$ cat src/rtl/mem_wait_ctrl_pkg.sv
package mem_wait_ctrl_pkg;
  localparam int NUM_REGIONS = 4;
  localparam int WAIT_W      = 3;
  localparam int ADDR_W      = 32;
  localparam int DATA_W      = 32;

  localparam logic [DATA_W-1:0] KEY_OPEN  = 32'h0000_0077;
  localparam logic [DATA_W-1:0] KEY_CLOSE = 32'h0000_0076;

  localparam int MASK_LSB = 0;
  localparam int RD_LSB   = 4;
  localparam int WR_LSB   = 8;

  typedef struct packed {
    logic load;
    logic dec;
  } ctrl_strobe_t;

  function automatic logic [ADDR_W-1:0] regionFirst(input int idx);
    case (idx)
      0:       return 32'h2000_0000;
      1:       return 32'h2005_8000;
      2:       return 32'h1FFE_0000;
      default: return 32'h200F_0000;
    endcase
  endfunction

  function automatic logic [ADDR_W-1:0] regionLast(input int idx);
    case (idx)
      0:       return 32'h2005_7FFF;
      1:       return 32'h2005_FFFF;
      2:       return 32'h1FFF_FFFF;
      default: return 32'h200F_0FFF;
    endcase
  endfunction
endpackage

$ cat src/rtl/mem_wait_region_decode.sv
module mem_wait_region_decode
  import mem_wait_ctrl_pkg::*;
#(
  parameter int REGIONS = NUM_REGIONS,
  parameter int AW      = ADDR_W
) (
  input  logic [AW-1:0]      addr,
  output logic [REGIONS-1:0] hitVec,
  output logic               anyHit
);
  for (genvar r = 0; r < REGIONS; r++) begin : g_region
    localparam logic [AW-1:0] FIRST = regionFirst(r);
    localparam logic [AW-1:0] LAST  = regionLast(r);
    assign hitVec[r] = (addr >= FIRST) && (addr <= LAST);
  end

  assign anyHit = |hitVec;

  // regions never overlap
  always_comb begin
    assert_decode_onehot_R1: assert ($onehot0(hitVec));
  end
endmodule

$ cat src/rtl/mem_wait_datapath.sv
module mem_wait_datapath
  import mem_wait_ctrl_pkg::*;
#(
  parameter int REGIONS = NUM_REGIONS,
  parameter int WW      = WAIT_W,
  parameter int AW      = ADDR_W,
  parameter int DW      = DATA_W
) (
  input  logic         clk,
  input  logic         rstN,
  input  logic         reqWrite,
  input  logic [AW-1:0] reqAddr,
  input  logic         cfgWe,
  input  logic         cfgSel,
  input  logic [DW-1:0] cfgWdata,
  input  ctrl_strobe_t ctrlStb,
  output logic         reqHit,
  output logic         waitZero,
  output logic         cntLast
);
  logic [REGIONS-1:0]         hitVec;
  logic [REGIONS-1:0][WW-1:0] rdWaitQ;
  logic [REGIONS-1:0][WW-1:0] wrWaitQ;
  logic                       lockedQ;
  logic [WW-1:0]              waitSel;
  logic [WW-1:0]              cntQ;
  logic                       keyWr;
  logic                       tableWr;

  mem_wait_region_decode #(.REGIONS(REGIONS), .AW(AW)) u_decode (
    .addr   (reqAddr),
    .hitVec (hitVec),
    .anyHit (reqHit)
  );

  assign keyWr   = cfgWe && !cfgSel;
  assign tableWr = cfgWe && cfgSel && !lockedQ;

  always_ff @(posedge clk) begin
    if (!rstN) begin
      lockedQ <= 1'b1;
    end else if (keyWr) begin
      if (cfgWdata == KEY_OPEN)       lockedQ <= 1'b0;
      else if (cfgWdata == KEY_CLOSE) lockedQ <= 1'b1;
    end
  end

  for (genvar r = 0; r < REGIONS; r++) begin : g_table
    always_ff @(posedge clk) begin
      if (!rstN) begin
        rdWaitQ[r] <= '0;
        wrWaitQ[r] <= '0;
      end else if (tableWr && cfgWdata[MASK_LSB + r]) begin
        rdWaitQ[r] <= cfgWdata[RD_LSB +: WW];
        wrWaitQ[r] <= cfgWdata[WR_LSB +: WW];
      end
    end
  end

  always_comb begin
    waitSel = '0;
    for (int r = 0; r < REGIONS; r++) begin
      if (hitVec[r]) waitSel = waitSel | (reqWrite ? wrWaitQ[r] : rdWaitQ[r]);
    end
  end

  assign waitZero = (waitSel == '0);

  always_ff @(posedge clk) begin
    if (!rstN)            cntQ <= '0;
    else if (ctrlStb.load) cntQ <= waitSel;
    else if (ctrlStb.dec)  cntQ <= cntQ - 1'b1;
  end

  assign cntLast = (cntQ == {{(WW-1){1'b0}}, 1'b1});

  // a locked table does not move on a configuration write
  assert_locked_hold_R9: assert property (@(posedge clk) disable iff (!rstN)
    (lockedQ && cfgWe && cfgSel) |=> ($stable(rdWaitQ) && $stable(wrWaitQ)));
  // open key unlocks
  assert_open_key_R6: assert property (@(posedge clk) disable iff (!rstN)
    (keyWr && cfgWdata == KEY_OPEN) |=> !lockedQ);
  // close key locks
  assert_close_key_R7: assert property (@(posedge clk) disable iff (!rstN)
    (keyWr && cfgWdata == KEY_CLOSE) |=> lockedQ);
  // any other protect value keeps the lock state
  assert_other_key_R8: assert property (@(posedge clk) disable iff (!rstN)
    (keyWr && cfgWdata != KEY_OPEN && cfgWdata != KEY_CLOSE) |=> $stable(lockedQ));
  // the controller only loads a non-zero wait into the counter
  assert_load_nonzero_R3: assert property (@(posedge clk) disable iff (!rstN)
    ctrlStb.load |=> (cntQ != '0));
endmodule

$ cat src/rtl/mem_wait_control.sv
module mem_wait_control
  import mem_wait_ctrl_pkg::*;
(
  input  logic         clk,
  input  logic         rstN,
  input  logic         reqValid,
  input  logic         reqHit,
  input  logic         waitZero,
  input  logic         cntLast,
  output ctrl_strobe_t ctrlStb,
  output logic         reqReady,
  output logic         reqErr
);
  typedef enum logic {ST_IDLE, ST_WAIT} state_t;
  state_t stateQ, stateD;

  always_comb begin
    stateD      = stateQ;
    ctrlStb     = '0;
    reqReady    = 1'b0;
    reqErr      = 1'b0;
    unique case (stateQ)
      ST_IDLE: begin
        if (reqValid) begin
          if (!reqHit) begin
            reqReady = 1'b1;
            reqErr   = 1'b1;
          end else if (waitZero) begin
            reqReady = 1'b1;
          end else begin
            ctrlStb.load = 1'b1;
            stateD       = ST_WAIT;
          end
        end
      end
      ST_WAIT: begin
        if (cntLast) begin
          reqReady = 1'b1;
          stateD   = ST_IDLE;
        end else begin
          ctrlStb.dec = 1'b1;
        end
      end
      default: stateD = ST_IDLE;
    endcase
  end

  always_ff @(posedge clk) begin
    if (!rstN) stateQ <= ST_IDLE;
    else       stateQ <= stateD;
  end

  // completion from the wait state returns to idle
  assert_back_to_idle_R11: assert property (@(posedge clk) disable iff (!rstN)
    (stateQ == ST_WAIT && reqReady) |=> (stateQ == ST_IDLE));
  // an error never comes while waiting out a count
  assert_err_idle_R10: assert property (@(posedge clk) disable iff (!rstN)
    reqErr |-> (stateQ == ST_IDLE && reqReady));
  // a waiting cycle never also counts down on completion
  assert_no_dec_on_done_R3: assert property (@(posedge clk) disable iff (!rstN)
    reqReady |-> !ctrlStb.dec && !ctrlStb.load);
endmodule

$ cat src/rtl/mem_wait_ctrl.sv
module mem_wait_ctrl
  import mem_wait_ctrl_pkg::*;
(
  input  logic              clk,
  input  logic              rstN,
  input  logic              reqValid,
  input  logic              reqWrite,
  input  logic [ADDR_W-1:0] reqAddr,
  input  logic              cfgWe,
  input  logic              cfgSel,
  input  logic [DATA_W-1:0] cfgWdata,
  output logic              reqReady,
  output logic              reqErr
);
  ctrl_strobe_t ctrlStb;
  logic         reqHit;
  logic         waitZero;
  logic         cntLast;

  mem_wait_datapath u_datapath (
    .clk      (clk),
    .rstN     (rstN),
    .reqWrite (reqWrite),
    .reqAddr  (reqAddr),
    .cfgWe    (cfgWe),
    .cfgSel   (cfgSel),
    .cfgWdata (cfgWdata),
    .ctrlStb  (ctrlStb),
    .reqHit   (reqHit),
    .waitZero (waitZero),
    .cntLast  (cntLast)
  );

  mem_wait_control u_control (
    .clk      (clk),
    .rstN     (rstN),
    .reqValid (reqValid),
    .reqHit   (reqHit),
    .waitZero (waitZero),
    .cntLast  (cntLast),
    .ctrlStb  (ctrlStb),
    .reqReady (reqReady),
    .reqErr   (reqErr)
  );
endmodule

$ cat config.mk
export PLATFORM = sky130hd
export DESIGN_NAME = mem_wait_ctrl
export DESIGN_NICKNAME = d
export VERILOG_FILES = /design/src/rtl/mem_wait_ctrl_pkg.sv /design/src/rtl/mem_wait_region_decode.sv /design/src/rtl/mem_wait_datapath.sv /design/src/rtl/mem_wait_control.sv /design/src/rtl/mem_wait_ctrl.sv
export SDC_FILE = /design/constraint.sdc
export NUM_CORES = 1
export LEC_CHECK = 0
export ABC_AREA = 1
export CORE_ASPECT_RATIO = 2
export CORE_MARGIN = 1.5
export CORE_UTILIZATION = 30
export DETAILED_ROUTE_END_ITERATION = 10
export DONT_BUFFER_PORTS = 1
export PLACE_DENSITY = 0.5
export SLEW_MARGIN = 5
export SYNTH_ARGS = -nofsm -noshare
export SYNTH_HDL_FRONTEND = slang
export SYNTH_SLANG_ARGS = --single-unit
$ cat constraint.sdc
create_clock -name clk -period 4.3 [get_ports clk]
set_clock_uncertainty 0.2 [all_clocks]
set_input_delay 0.86 -clock clk [delete_from_list [all_inputs] [get_ports clk]]
set_output_delay 0.86 -clock clk [all_outputs]
set_load 0.02 [all_outputs]
==> qor.csv <==
metric,value,unit
Area Overhead vs Synth,8.14,%
Ports,72,
RSZ-0062 raised after global routing,false,
Port Buf Inserts,0,
initial antenna violation count,0,
endpoints failing setup,0,
worst-margin pin slew,965,ps
core box area,5470,um^2
Rows,38,
Critical Path Slowest Stage Cell,o21ai_1,
crit path to,reqReady,
post-synthesis cell area,1710,um^2
RR Endpoint,u_datapath.rdWaitQ[8],
Iteration-0 DRC Markers,26,
P_leak,0.000669,uW
Remaining DRCs,0,
Post-Route Setup TNS,0,ps
dpl hpwl,3.57,mm
"Clk Latency, worst-skew pair",280,ps
diode count,0,
die span in x,56.3,um
grt total ovfl,0,
root cell of the clock tree,clkbuf_8,
total track usage,15.6,%
crit path kind,primary input to output port,
PostCTS Resize Cnt,0,
clk sink count,29,
most frequent CP cell,nor2_2,
# H-tree levels,2,
synth warn,0,
Post-CTS Setup Bufs,0,
FF-to-FF path depth,4,
Multi-input gate area,970,um^2
Synth cell types,25,
routability congestion estimate,0.805,
synthesized flop and latch total,29,
largest net degree at the start of global routing,25,
post-synthesis async set-or-reset flop share,0,%
fraction of final layout cells sized beyond drive strength 1,8.43,%
Die Height,110,um
number of synthesized flops with an enable pin,0,
FMAX,0.303,GHz
routed wire length,4.50,mm
Hold Slack,243,ps
Hold WC Path Type,flop to flop,
fin. max-slew vios,0,
Max Cap Viol,0,
clock buffer depth,2,
final hold vios,0,
PwrDens,275,nW/um^2
DR vias,1686,
Worst EP required,3240,ps
"CTS clk-pin slew, worst paths",60,ps
first-pass GRT wire length,7.35,mm
Worst setup SP type,primary input,
Synth Instances,257,
shortest period the worst path allows,3300,ps
Worst Path Max Fanout,6,
post-synth net total,329,
post-DR wirelength/cell,14.0,um
filler instances,647,
first-pass iteration count of the detailed router,4,
number of routed nets with antenna violations,0,
Reg-to-Reg Start,u_datapath.lockedQ,
Final Net Count,332,
CTS tree,built,
Die ar.,6170,um^2
final total power,507,uW
vias per cell,5.25,
Syn Area/Cell,6.64,um^2
Worst slew margin,35.4,%
status,completed,
Main synth FF type,dfxtp_1,
worst path cell trace,nor2_2 -> nand2_1 -> nor2_2 -> nand3_2 -> nand2_2 -> nor2_2 -> nand2_1 -> nand3_2 -> nor2_4 -> nand2_4 -> o21ai_1,
worst path arrival time,2240,ps
launch point of the critical path,reqAddr[30],
slowest cell delay on critical path,360,ps
worst vdd ir,0.000174,V
reg2reg setup slack,2230,ps
CP Capture Type,output port,
Tcrit/Tclk final,76.7,%
# hold bufs at CTS,0,
Register Area,581,um^2
Starting Density,31.2,%
sequential-to-total area share from yosys stat,34.0,%
Inserted Clock Buffers,5,
vias in the first global route,1635,
[through the flow]
stage / worst slack, ps / util (%) / instance area (um^2) / cells
final: 1000 / 33.7 / 1840 / 321
after global routing: 831 / 33.7 / 1840 / 321
after CTS: 970 / 33.7 / 1840 / 321
after detailed placement: 974 / 32.3 / 1760 / 313
after global placement: 991 / 32.3 / 1760 / 313
after floorplan: 1180 / - / 1710 / 257
[metal layers]
| metal | wire [um] | up-vias | GRT usage, % | share of wire [%] |
|---|---|---|---|---|
| met5 | 0 | - | 0 | 0 |
| met4 | 143 | 0 | 8.33 | 3.2 |
| met3 | 237 | 11 | 3.53 | 5.3 |
| met2 | 2530 | 62 | 31.7 | 56 |
| met1 | 1590 | 752 | 13.6 | 35 |
| li1 | - | 861 | - | - |
[cells in the mapped netlist, types with 2 or more instances]
library cell	count	area (um^2)
xor2_1	2	17.5
ha_1	2	25.0
nand3_1	21	105
nand2_1	54	203
nor4_1	7	43.8
nand2_4	2	22.5
nor2_4	2	22.5
o21ai_0	22	110
nor2_2	3	18.8
dfxtp_1	29	581
nor2_1	18	67.6
nand4_1	9	56.3
inv_1	35	131
clkbuf_1	3	11.3
a21oi_1	30	150
o21ai_1	5	25.0
nand2_2	2	12.5
nand3_2	4	40.0
[worst max-delay path, delay by kind of cell]
family	cells	cell delay [ps]
AOI/OAI and AO/OA	1	360
and+or+nand+nor	10	1020
[layout make-up]
class                   instances  share of cell area [%]
flip-flops and latches         29                    31.5
multi-input cells             188                    52.6
repair buffers                  1                   0.407
clock buffers                   8                    4.34
inverters                      35                    7.12
well taps                      60                    4.07
[kinds of logic (layout without fill, tap and decap cells)]
group                    count (synthesis)  after routing  synth area share (%)
buffers and inverters                   40             44                  9.10
XOR/XNOR                                 2              2                  1.03
flip-flops                              29             29                  34.0
adder cells (fa/ha/maj)                  2              2                  1.47
AND/OR/NAND/NOR                        125            125                  36.6
AO/OA/AOI/OAI                           59             59                  17.8
[report_power, final]
| part | internal [uW] | switching [uW] |
|---|---|---|
| sequential | 269 | 0.00000000495 |
| combinational | 8.20 | 14.3 |
| clock | 115 | 101 |
[placed cells by master (no fill, tap or decap), types with 2 or more instances in the layout]
master	instances
nand2_1	54
inv_1	35
a21oi_1	30
dfxtp_1	29
o21ai_0	22
nand3_1	21
nor2_1	18
nand4_1	9
nor4_1	7
o21ai_1	5
clkbuf_8	5
nand3_2	4
nor2_2	3
clkbuf_1	3
nand2_2	2
nor2_4	2
nand2_4	2
xor2_1	2
ha_1	2
[registers in the layout, indices dropped and copies added, names as in the netlist]
register and flops:
u_datapath.rdWaitQ 12, u_datapath.wrWaitQ 12, u_datapath.cntQ 3, u_control.stateQ 1, u_datapath.lockedQ 1
[worst min path at each step]
stage	startpoint	to	slack, ps	cells past startpoint
6_report	u_datapath.rdWaitQ[4]	u_datapath.rdWaitQ[4]	240	2
3_3_place_gp	u_datapath.rdWaitQ[6]	u_datapath.rdWaitQ[6]	230	2
3_5_place_dp	u_datapath.rdWaitQ[2]	u_datapath.rdWaitQ[2]	240	2
4_1_cts	u_datapath.rdWaitQ[2]	u_datapath.rdWaitQ[2]	250	2
2_1_floorplan	u_datapath.rdWaitQ[0]	u_datapath.rdWaitQ[0]	220	2
5_1_grt	u_datapath.rdWaitQ[1]	u_datapath.rdWaitQ[1]	270	2
(Power assumes the default switching activity.)
